### config.mk
export PLATFORM = sky130hd
export DESIGN_NAME = fpp_cfg_host
export DESIGN_NICKNAME = d
export VERILOG_FILES = /design/src/rtl/fpp_pkg.sv /design/src/rtl/fpp_sync.sv /design/src/rtl/fpp_dclk_gen.sv /design/src/rtl/fpp_cfg_host.sv
export SDC_FILE = /design/constraint.sdc
export NUM_CORES = 1
export LEC_CHECK = 0
export ABC_AREA = 1
export CAP_MARGIN = 25
export CORE_MARGIN = 1.5
export CORE_UTILIZATION = 63
export DETAILED_ROUTE_END_ITERATION = 7
export DONT_BUFFER_PORTS = 1
export PLACE_DENSITY = 0.79
export RECOVER_POWER = 50
export SLEW_MARGIN = 10
export SYNTH_ARGS = -nofsm -noshare
export SYNTH_HDL_FRONTEND = slang
export SYNTH_SLANG_ARGS = --single-unit
### constraint.sdc
create_clock -name clk -period 2.3 [get_ports clk]
set_input_delay 0.46 -clock clk [delete_from_list [all_inputs] [get_ports clk]]
set_output_delay 0.46 -clock clk [all_outputs]
set_load 0.02 [all_outputs]
### src/rtl/fpp_pkg.sv
package fpp_pkg;

    typedef enum logic [2:0] {
        ST_IDLE,
        ST_PULSE,
        ST_WAIT_RDY,
        ST_FETCH,
        ST_CLOCK,
        ST_TAIL,
        ST_DONE,
        ST_FAIL
    } fpp_state_t;

    // Target clock periods spent on one byte while decompression/decryption is on
    localparam int unsigned BEATS_PER_BYTE = 4;

    function automatic int unsigned max3(input int unsigned a, input int unsigned b,
                                         input int unsigned c);
        int unsigned m;
        m = (a > b) ? a : b;
        return (m > c) ? m : c;
    endfunction

endpackage

### src/rtl/fpp_sync.sv
module fpp_sync #(
    parameter int unsigned STAGES = 2
) (
    input  logic clk,
    input  logic rst_n,
    input  logic d,
    output logic q
);

    logic [STAGES-1:0] sr;

    generate
        if (STAGES == 1) begin : g_single
            always_ff @(posedge clk or negedge rst_n) begin
                if (!rst_n) sr <= '0;
                else        sr <= d;
            end
        end else begin : g_chain
            always_ff @(posedge clk or negedge rst_n) begin
                if (!rst_n) sr <= '0;
                else        sr <= {sr[STAGES-2:0], d};
            end
        end
    endgenerate

    assign q = sr[STAGES-1];

endmodule

### src/rtl/fpp_dclk_gen.sv
module fpp_dclk_gen #(
    parameter int unsigned HALF = 4
) (
    input  logic clk,
    input  logic rst_n,
    input  logic run,
    output logic dclk,
    output logic rise_nxt,
    output logic fall_nxt
);

    localparam int unsigned PW = (HALF > 1) ? $clog2(HALF) : 1;

    logic [PW-1:0] ph;
    logic          lvl;
    logic          ph_end;

    assign ph_end   = (ph == PW'(HALF - 1));
    assign rise_nxt = run && ph_end && !lvl;
    assign fall_nxt = run && ph_end && lvl;
    assign dclk     = lvl;

    always_ff @(posedge clk or negedge rst_n) begin
        if (!rst_n) begin
            ph  <= '0;
            lvl <= 1'b0;
        end else if (!run) begin
            ph  <= '0;
            lvl <= 1'b0;
        end else if (ph_end) begin
            ph  <= '0;
            lvl <= !lvl;
        end else begin
            ph  <= ph + 1'b1;
        end
    end

endmodule

### src/rtl/fpp_cfg_host.sv
module fpp_cfg_host
    import fpp_pkg::*;
#(
    parameter int unsigned DATA_W      = 8,
    parameter int unsigned CLK_HALF    = 4,
    parameter int unsigned PULSE_CYC   = 256,
    parameter int unsigned RDY_TIMEOUT = 100000,
    parameter int unsigned TAIL_CLKS   = 64,
    parameter int unsigned SYNC_STAGES = 2
) (
    input  logic              clk,
    input  logic              rst_n,
    input  logic              start,
    input  logic              s_valid,
    input  logic [DATA_W-1:0] s_data,
    input  logic              s_last,
    output logic              s_ready,
    output logic              tgt_prog_n,
    output logic              tgt_clk,
    output logic [DATA_W-1:0] tgt_data,
    output logic              tgt_data_oe,
    input  logic              tgt_ok,
    input  logic              tgt_loaded,
    output logic              busy,
    output logic              done,
    output logic              error
);

    localparam int unsigned TW = $clog2(max3(PULSE_CYC, RDY_TIMEOUT, TAIL_CLKS) + 1);
    localparam int unsigned BW = $clog2(BEATS_PER_BYTE);

    fpp_state_t        st, st_nxt;
    logic [TW-1:0]     cnt;
    logic [BW-1:0]     beats;
    logic [DATA_W-1:0] data_q;
    logic              last_q;
    logic              ok_s, loaded_s;
    logic              run, dclk, rise_nxt, fall_nxt;
    logic              accept, byte_end, cnt_en;

    fpp_sync #(.STAGES(SYNC_STAGES)) u_sync_ok (
        .clk(clk), .rst_n(rst_n), .d(tgt_ok), .q(ok_s)
    );

    fpp_sync #(.STAGES(SYNC_STAGES)) u_sync_loaded (
        .clk(clk), .rst_n(rst_n), .d(tgt_loaded), .q(loaded_s)
    );

    fpp_dclk_gen #(.HALF(CLK_HALF)) u_dclk (
        .clk(clk), .rst_n(rst_n), .run(run),
        .dclk(dclk), .rise_nxt(rise_nxt), .fall_nxt(fall_nxt)
    );

    assign accept   = (st == ST_FETCH) && ok_s && s_valid;
    assign byte_end = fall_nxt && (beats == BW'(BEATS_PER_BYTE - 1));
    assign cnt_en   = (st == ST_PULSE) || (st == ST_WAIT_RDY) || ((st == ST_TAIL) && fall_nxt);

    // next-state decision
    always_comb begin
        st_nxt = st;
        unique case (st)
            ST_IDLE, ST_DONE, ST_FAIL: begin
                if (start) st_nxt = ST_PULSE;
            end
            ST_PULSE: begin
                if (cnt == TW'(PULSE_CYC - 1)) st_nxt = ST_WAIT_RDY;
            end
            ST_WAIT_RDY: begin
                if (ok_s)                             st_nxt = ST_FETCH;
                else if (cnt == TW'(RDY_TIMEOUT - 1)) st_nxt = ST_FAIL;
            end
            ST_FETCH: begin
                if (!ok_s)       st_nxt = ST_FAIL;
                else if (accept) st_nxt = ST_CLOCK;
            end
            ST_CLOCK: begin
                if (!ok_s)         st_nxt = ST_FAIL;
                else if (byte_end) st_nxt = last_q ? ST_TAIL : ST_FETCH;
            end
            ST_TAIL: begin
                if (!ok_s)                                    st_nxt = ST_FAIL;
                else if (loaded_s && !dclk && !rise_nxt)      st_nxt = ST_DONE;
                else if (fall_nxt && cnt == TW'(TAIL_CLKS - 1)) st_nxt = ST_FAIL;
            end
            default: st_nxt = ST_IDLE;
        endcase
    end

    // state register
    always_ff @(posedge clk or negedge rst_n) begin
        if (!rst_n) st <= ST_IDLE;
        else        st <= st_nxt;
    end

    // timers, beat count and byte holding register
    always_ff @(posedge clk or negedge rst_n) begin
        if (!rst_n) begin
            cnt    <= '0;
            beats  <= '0;
            data_q <= '0;
            last_q <= 1'b0;
        end else begin
            if (st_nxt != st) cnt <= '0;
            else if (cnt_en)  cnt <= cnt + 1'b1;

            if (accept) begin
                data_q <= s_data;
                last_q <= s_last;
                beats  <= '0;
            end else if ((st == ST_CLOCK) && fall_nxt) begin
                beats  <= beats + 1'b1;
            end
        end
    end

    // outputs
    always_comb begin
        tgt_prog_n  = (st != ST_PULSE);
        run         = (st == ST_CLOCK) || (st == ST_TAIL);
        s_ready     = (st == ST_FETCH) && ok_s;
        tgt_data_oe = (st == ST_FETCH) || (st == ST_CLOCK) || (st == ST_TAIL);
        busy        = (st == ST_PULSE) || (st == ST_WAIT_RDY) || tgt_data_oe;
        done        = (st == ST_DONE);
        error       = (st == ST_FAIL);
        tgt_clk     = dclk;
        tgt_data    = data_q;
    end

endmodule

# Word level (Yosys, flattened, before mapping)
# Index checks and enable logic that the tools add are counted.
# Widths: inputs -> output; s select.
[word_totals]
regBits = 38
word_cells = 71
output_inout_bits = 15
[classes]
n_eq_ne = 15
n_reduce_logical = 23
add_sub_neg = 3
mux = 21
[ops]
columns = ["operator", "n"]
rows = [
  ["$mux 3", 12],
  ["$mux 17", 2],
  ["$pmux 3 s6", 1],
  ["$add 17x1->17 const B", 1],
  ["$eq 17x17->1 const B", 1],
  ["$eq 17x6->1 const B", 1],
  ["$eq 17x8->1 const B", 1],
  ["$eq 3x3->1 const B", 4],
  ["$logic_and 1x1->1", 11],
  ["$mux 2", 4],
  ["$eq 3x2->1 const B", 2],
  ["$logic_or 1x1->1", 6],
  ["$add 2x1->2 const B", 2],
  ["$eq 2x2->1 const B", 2],
  ["$reduce_bool 2->1", 2],
  ["$eq 3x1->1 const B", 1],
  ["$logic_not 3->1", 1],
  ["$ne 3x1->1 const B", 1],
  ["$ne 3x3->1", 1],
  ["$reduce_or 3->1", 1],
  ["$logic_not 1->1", 2],
  ["$mux 1", 2],
  ["$ne 2x2->1 const B", 1],
]

# Depth between registers and ports, before layout
[logic_depth]
word_depth = 11
mapped_depth = 15
ltp_nobuf = 14

# Hierarchy
# A second synthesis with hierarchy kept.
[unflattened]
cells_unflattened = 260
area_unflattened_um2 = 2242.2
[modules_own_cells]
columns = ["mod", "seq_area_each_um2", "area_each_um2", "instances", "cells_per_inst"]
rows = [
  ["fpp_cfg_host", 775.7, 2006.9, 1, 240],
  ["fpp_dclk_gen", 75.1, 135.1, 1, 16],
  ["fpp_sync", 50.0, 50.0, 2, 2],
]

# Worst setup path after synthesis
# Ideal clock, no wire load.
[synth_timing]
kind = "reg2reg"
from = "register st[1]"
to = "register cnt[0]"
setup_ns = 0.080
path_stages_with_launch = 16
setup_slack_ns = 0.281
path_buffers = 1
t_arrival_ns = 1.938
synth_period_minus_slack_ns = 2.019
cell_sequence = "dfrtp_1 inv_2 ha_1 nand2_1 inv_1 nand2_1 nor2_1 nand3_1 nand2_1 nand2_1 nand3_1 nand2_1 nand3_1 nand2_2 buf_4 nor3_2"
[synth_via]
elab_chain_cells = 11
word_cells_on_any_way = 37
[synth_rtl]
columns = ["element", "line_no", "text"]
rows = [
  ["start, declared", "fpp_cfg_host.sv:32", "fpp_state_t st, st_nxt;"],
  ["start signal, assigned", "fpp_cfg_host.sv:92", "else st <= st_nxt;"],
  ["$eq 3x3->1, on equally long branches", "fpp_cfg_host.sv:61, fpp_cfg_host.sv:119, fpp_cfg_host.sv:56", ""],
  ["$logic_or 1x1->1", "fpp_cfg_host.sv:119", "run = (st == ST_CLOCK) || (st == ST_TAIL);"],
  ["$logic_and 1x1->1", "fpp_dclk_gen.sv:19, fpp_dclk_gen.sv:20", ""],
  ["$logic_and 1x1->1, on equally long branches", "fpp_dclk_gen.sv:20, fpp_dclk_gen.sv:19", ""],
  ["$logic_and 1x1->1 or $logic_not 1->1 (tied branches)", "fpp_cfg_host.sv:83, fpp_cfg_host.sv:82", ""],
  ["$mux 3 or $logic_and 1x1->1 (tied branches)", "fpp_cfg_host.sv:83, fpp_cfg_host.sv:82", ""],
  ["$mux 3", "fpp_cfg_host.sv:82", "else if (loaded_s && !dclk && !rise_nxt) st_nxt = ST_DONE;"],
  ["$mux 3", "fpp_cfg_host.sv:81", "if (!ok_s) st_nxt = ST_FAIL;"],
  ["$pmux 3 s6", "fpp_cfg_host.sv:61", "unique case (st)"],
  ["$ne 3x3->1", "fpp_cfg_host.sv:103", "if (st_nxt != st) cnt <= '0;"],
  ["$mux 17 or $reduce_bool 2->1 (tied branches)", "n/a", ""],
  ["end signal, assigned", "fpp_cfg_host.sv:104", "else if (cnt_en) cnt <= cnt + 1'b1;"],
  ["end, declared", "fpp_cfg_host.sv:33", "logic [TW-1:0] cnt;"],
]
# Several ways; a longest one is shown, not always the timed one.
# A chain may end at the register's enable or synchronous reset.

# Worst setup path after layout
[layout_timing]
from = "register st[0]"
to = "output busy"
[layout_via]
elab_chain_cells = 4
word_cells_on_any_way = 9
[layout_rtl]
columns = ["element", "line_no", "text"]
rows = [
  ["$eq 3x2->1 or $eq 3x3->1 (tied branches)", "fpp_cfg_host.sv:121", "tgt_data_oe = (st == ST_FETCH) || (st == ST_CLOCK) || (st == ST_TAIL);"],
  ["$logic_or 1x1->1 (2 in a row)", "fpp_cfg_host.sv:121", ""],
  ["$logic_or 1x1->1 *", "fpp_cfg_host.sv:122", "busy = (st == ST_PULSE) || (st == ST_WAIT_RDY) || tgt_data_oe;"],
  ["end, declared", "fpp_cfg_host.sv:24", "output logic busy,"],
]
# Every way passes the cells marked *; elsewhere a longest branch is shown, timed or not.

==> flow_metrics.env <==
export IMPL_gp_congestion=0.8602
export IMPL_tritoncts_num_buffers=5
export IMPL_worst_slew_pin_transition_ns=0.9319
export IMPL_detail_route_drc_violations=0
export IMPL_total_half_perimeter_wirelength_after_legalization_and_detailed_placement_mm=3.057
export IMPL_layout_filler_cells=246
export IMPL_die_width_microns=62.04
export IMPL_clock_sinks=38
export IMPL_die_h_microns=62.04
export IMPL_worst_ir_drop_vdd_uv=838.2
export IMPL_fin_util_pct=73.94
export IMPL_final_setup_skew_ns=0.01498
export IMPL_worst_r2r_startpoint="st[1]"
export IMPL_status="complete, no violations"
export IMPL_ys_async_sr_fraction_pct=100.0
export IMPL_most_frequently_used_flop_master_after_synthesis="dfrtp_1"
export IMPL_post_layout_nonfiller_instances=319
export IMPL_dr_first_iter_drc_count=161
export IMPL_rows=21
export IMPL_share_seq_of_total_power_pct=35.9
export IMPL_num_antenna_cells=0
export IMPL_timing_fmax_mhz=463.9
export IMPL_r2r_worst_path_cells=14
export IMPL_clk_pin_slew_ns=0.13
export IMPL_die_area_sq_um=3849
export IMPL_reg2reg_slack_ns=0.18
export IMPL_overflow=0
export IMPL_drive_gt1_share_pct=23.08
export IMPL_timing_final_hold_violations=0
export IMPL_via_per_inst=5.649
export IMPL_wp_data_arrival_ns=1.70
export IMPL_placement_io_buffers=0
export IMPL_whs_endpoint="u_sync_loaded.sr[0]"
export IMPL_post_route_min_period_ns=2.156
export IMPL_timing_hold_worst_class="input port to flip-flop"
export IMPL_p_leak_nw=1.119
export IMPL_tns_ns=0
export IMPL_placedCellCount=306
export IMPL_drtAntennaViolNets=0
export IMPL_synthToLayoutAreaGrowth_pct=12.36
export IMPL_clock_latency_ns=0.35
export IMPL_cp_slowest_cell="dfrtp_1"
export IMPL_cap_viol_max_count=0
export IMPL_pint_mw=1.462
export IMPL_syn_num_nets=279
export IMPL_drt_wirelength_per_cell_microns=14.61
export IMPL_netlist_cell_type_count=33
export IMPL_clock_power_share_pct=20.9
export IMPL_total_switching_power_mw=1.235
export IMPL_critical_path_endpoint_type="primary output"
export IMPL_unrepaired_setup_endpoints_after_global_routing="false"
export IMPL_grt_first_pass_wirelength_mm=7.113
export IMPL_critical_path_top_delay_family="flip-flops"
export IMPL_cts_root_buffer="clkbuf_4"
export IMPL_slew_viols_final=0
export IMPL_min_path_cells=0
export IMPL_worstPathRequired_ns=1.84
export IMPL_ys_seq_elements=38
export IMPL_crit_path_max_fanout=8
export IMPL_min_delay_start="tgt_loaded"
export IMPL_tritoncts="yes"
export IMPL_synthesis_area_sq_um=2196
export IMPL_floorplan_initialDensity_pct=65.80
export IMPL_cp_num_buf_inv=2
export IMPL_cts_htree_levels=2
export IMPL_fp_coreArea_sq_um=3337
export IMPL_worst_setup_path_type="flip-flop to primary output"
export IMPL_finalHoldWorstSlack_ns=0.1204
export IMPL_top_ports=30
export IMPL_cpPeakStageDelay_ns=0.55
export IMPL_synth_warnings=0
export IMPL_finalWirelength_mm=4.659
export IMPL_grt_max_degree=39
export IMPL_first_global_vias=1622
export IMPL_number_of_antenna_violations_at_the_first_check_in_global_routing=0
export IMPL_synth_enable_flop_cells=0
export IMPL_power_density_nw_per_um2=1093
export IMPL_syn_mean_instance_area_sq_um=8.446
export IMPL_fin_crit_sh_pct=93.72
export IMPL_power_combinational_fraction_pct=43.2
export IMPL_synth_seq_area_share_pct=43.30
export IMPL_critical_path_reg2reg_endpoint="cnt[10]"
export IMPL_postSynthCellCount=260
export IMPL_worst_setup_path_start_kind="flip-flop"
export IMPL_net_count_final=291
export IMPL_drt_pass1_iter_count=4
export IMPL_power_switching_fraction_pct=45.79
export IMPL_global_route_usage_total_pct=25.45
export IMPL_path_cells="inv_1 -> nand3_1 -> nand2_2 -> inv_2 -> nand4_1"
export IMPL_timing_final_setup_violations=0
export IMPL_clock_tree_buffer_depth=2
export IMPL_num_vias=1802
export IMPL_worst_slew_margin_rel_pct=37.87
==> logic make-up (layout without fill, tap and decap cells) <==
| group | Yosys count | count (layout) | synth area share [%] |
|---|---|---|---|
| simple gates | 140 | 142 | 32.94 |
| mux | 9 | 9 | 4.559 |
| buf+inv | 39 | 50 | 7.521 |
| flops | 38 | 38 | 43.30 |
| compound gates | 20 | 20 | 5.413 |
| fa+ha+maj | 4 | 4 | 2.279 |
| xor+xnor | 10 | 10 | 3.989 |
==> timing repair <==
| action | 4_1_cts | 5_1_grt |
|---|---|---|
| endpoints found under the hold margin | 38 | 0 |
| gates resized for setup | 0 | 17 |
| setup endpoints to repair | 0 | 17 |
| hold buffers | 2 | 0 |
| buffers inserted | 0 | 1 |
==> worst reg2reg max path, cell delays in order (launching register included) <==
cell     delay, ns
dfrtp_2       0.46
inv_2         0.06
ha_2          0.20
nand2_1       0.11
inv_2         0.09
nand2_2       0.08
nor2_1        0.09
nand3_1       0.08
nand2_1       0.07
nand2_1       0.04
nand3_1       0.12
nand2_1       0.12
nand3_4       0.16
nand2_4       0.13
nor3_1        0.21
==> layer usage <==
metal,vias up,part of all wire (%),GRT usage (%)
met5,-,0,0
met3,6,6.9,7.246
met4,0,1.2,7.295
met1,853,43,33.47
li1,876,-,-
met2,67,49,41.22
==> layout make-up <==
class	instances	area, sq um	share of cell area [%]
clock buffer	5	37.54	1.521
clock inverter	3	68.82	2.789
inverter	35	131.4	5.325
multi-input combinational	185	1167	47.31
sequential	38	952.2	38.59
tap	46	57.56	2.333
timing repair buffer	7	52.55	2.130
==> cells in the mapped netlist, drive strengths merged (3+ instances only) <==
master | number | share of area [%]
nand2 | 53 | 9.6
dfrtp | 38 | 43
inv | 35 | 6.0
nand3 | 29 | 7.6
nor2 | 25 | 4.7
nor3 | 22 | 7.7
a21oi | 9 | 2.6
o21ai | 9 | 2.2
xor2 | 9 | 3.6
mux2 | 8 | 4.1
nand4 | 6 | 1.7
ha | 4 | 2.3
buf | 3 | 1.4
or2 | 3 | 0.85
==> worst max-delay path by stage <==
| stage | from | to | cells past startpoint |
|---|---|---|---|
| floorplan | st[1] | cnt[0] | 15 |
| global placement | st[1] | cnt[11] | 14 |
| detailed placement | st[1] | cnt[9] | 14 |
| CTS | st[1] | cnt[9] | 14 |
| global route | st[1] | cnt[2] | 14 |
| finish | st[0] | busy | 5 |
==> sequential cells by signal, indices dropped and copies added, names as in the netlist <==
register and cells:
u_dclk.ph 2, last_q 1, u_dclk.dclk 1, u_sync_ok.sr 2
tgt_data 8, cnt 17, beats 2, u_sync_loaded.sr 2
st 3
==> per-stage QoR <==
stage	cell area [sq um]	total power, mW	setup slack (ns)
floorplan	2196	1.801	0.2812
global placement	2250	1.927	0.1800
detailed placement	2250	1.955	0.09718
CTS	2386	2.542	0.04275
global route	2467	2.849	0.006860
finish	2467	2.697	0.1444
==> placed cells by master (no fill, tap or decap), drive strengths merged, types with 3 or more instances in the layout <==
cell type	n
o21ai	9
inv	35
ha	4
nor2	25
a21oi	9
or2	3
clkbuf	6
nand2	55
nor3	22
xor2	9
nand3	29
mux2	8
dfrtp	38
nand4	6
buf	5
==> power groups by stage <==
stage,clock network (mW),registers (mW),logic (mW)
2_1_floorplan,0,0.956,0.845
3_3_place_gp,0,0.975,0.953
3_5_place_dp,0,0.983,0.972
4_1_cts,0.578,0.969,0.995
5_1_grt,0.605,0.982,1.26
6_report,0.564,0.968,1.17
Power figures use the tool's default switching activity.
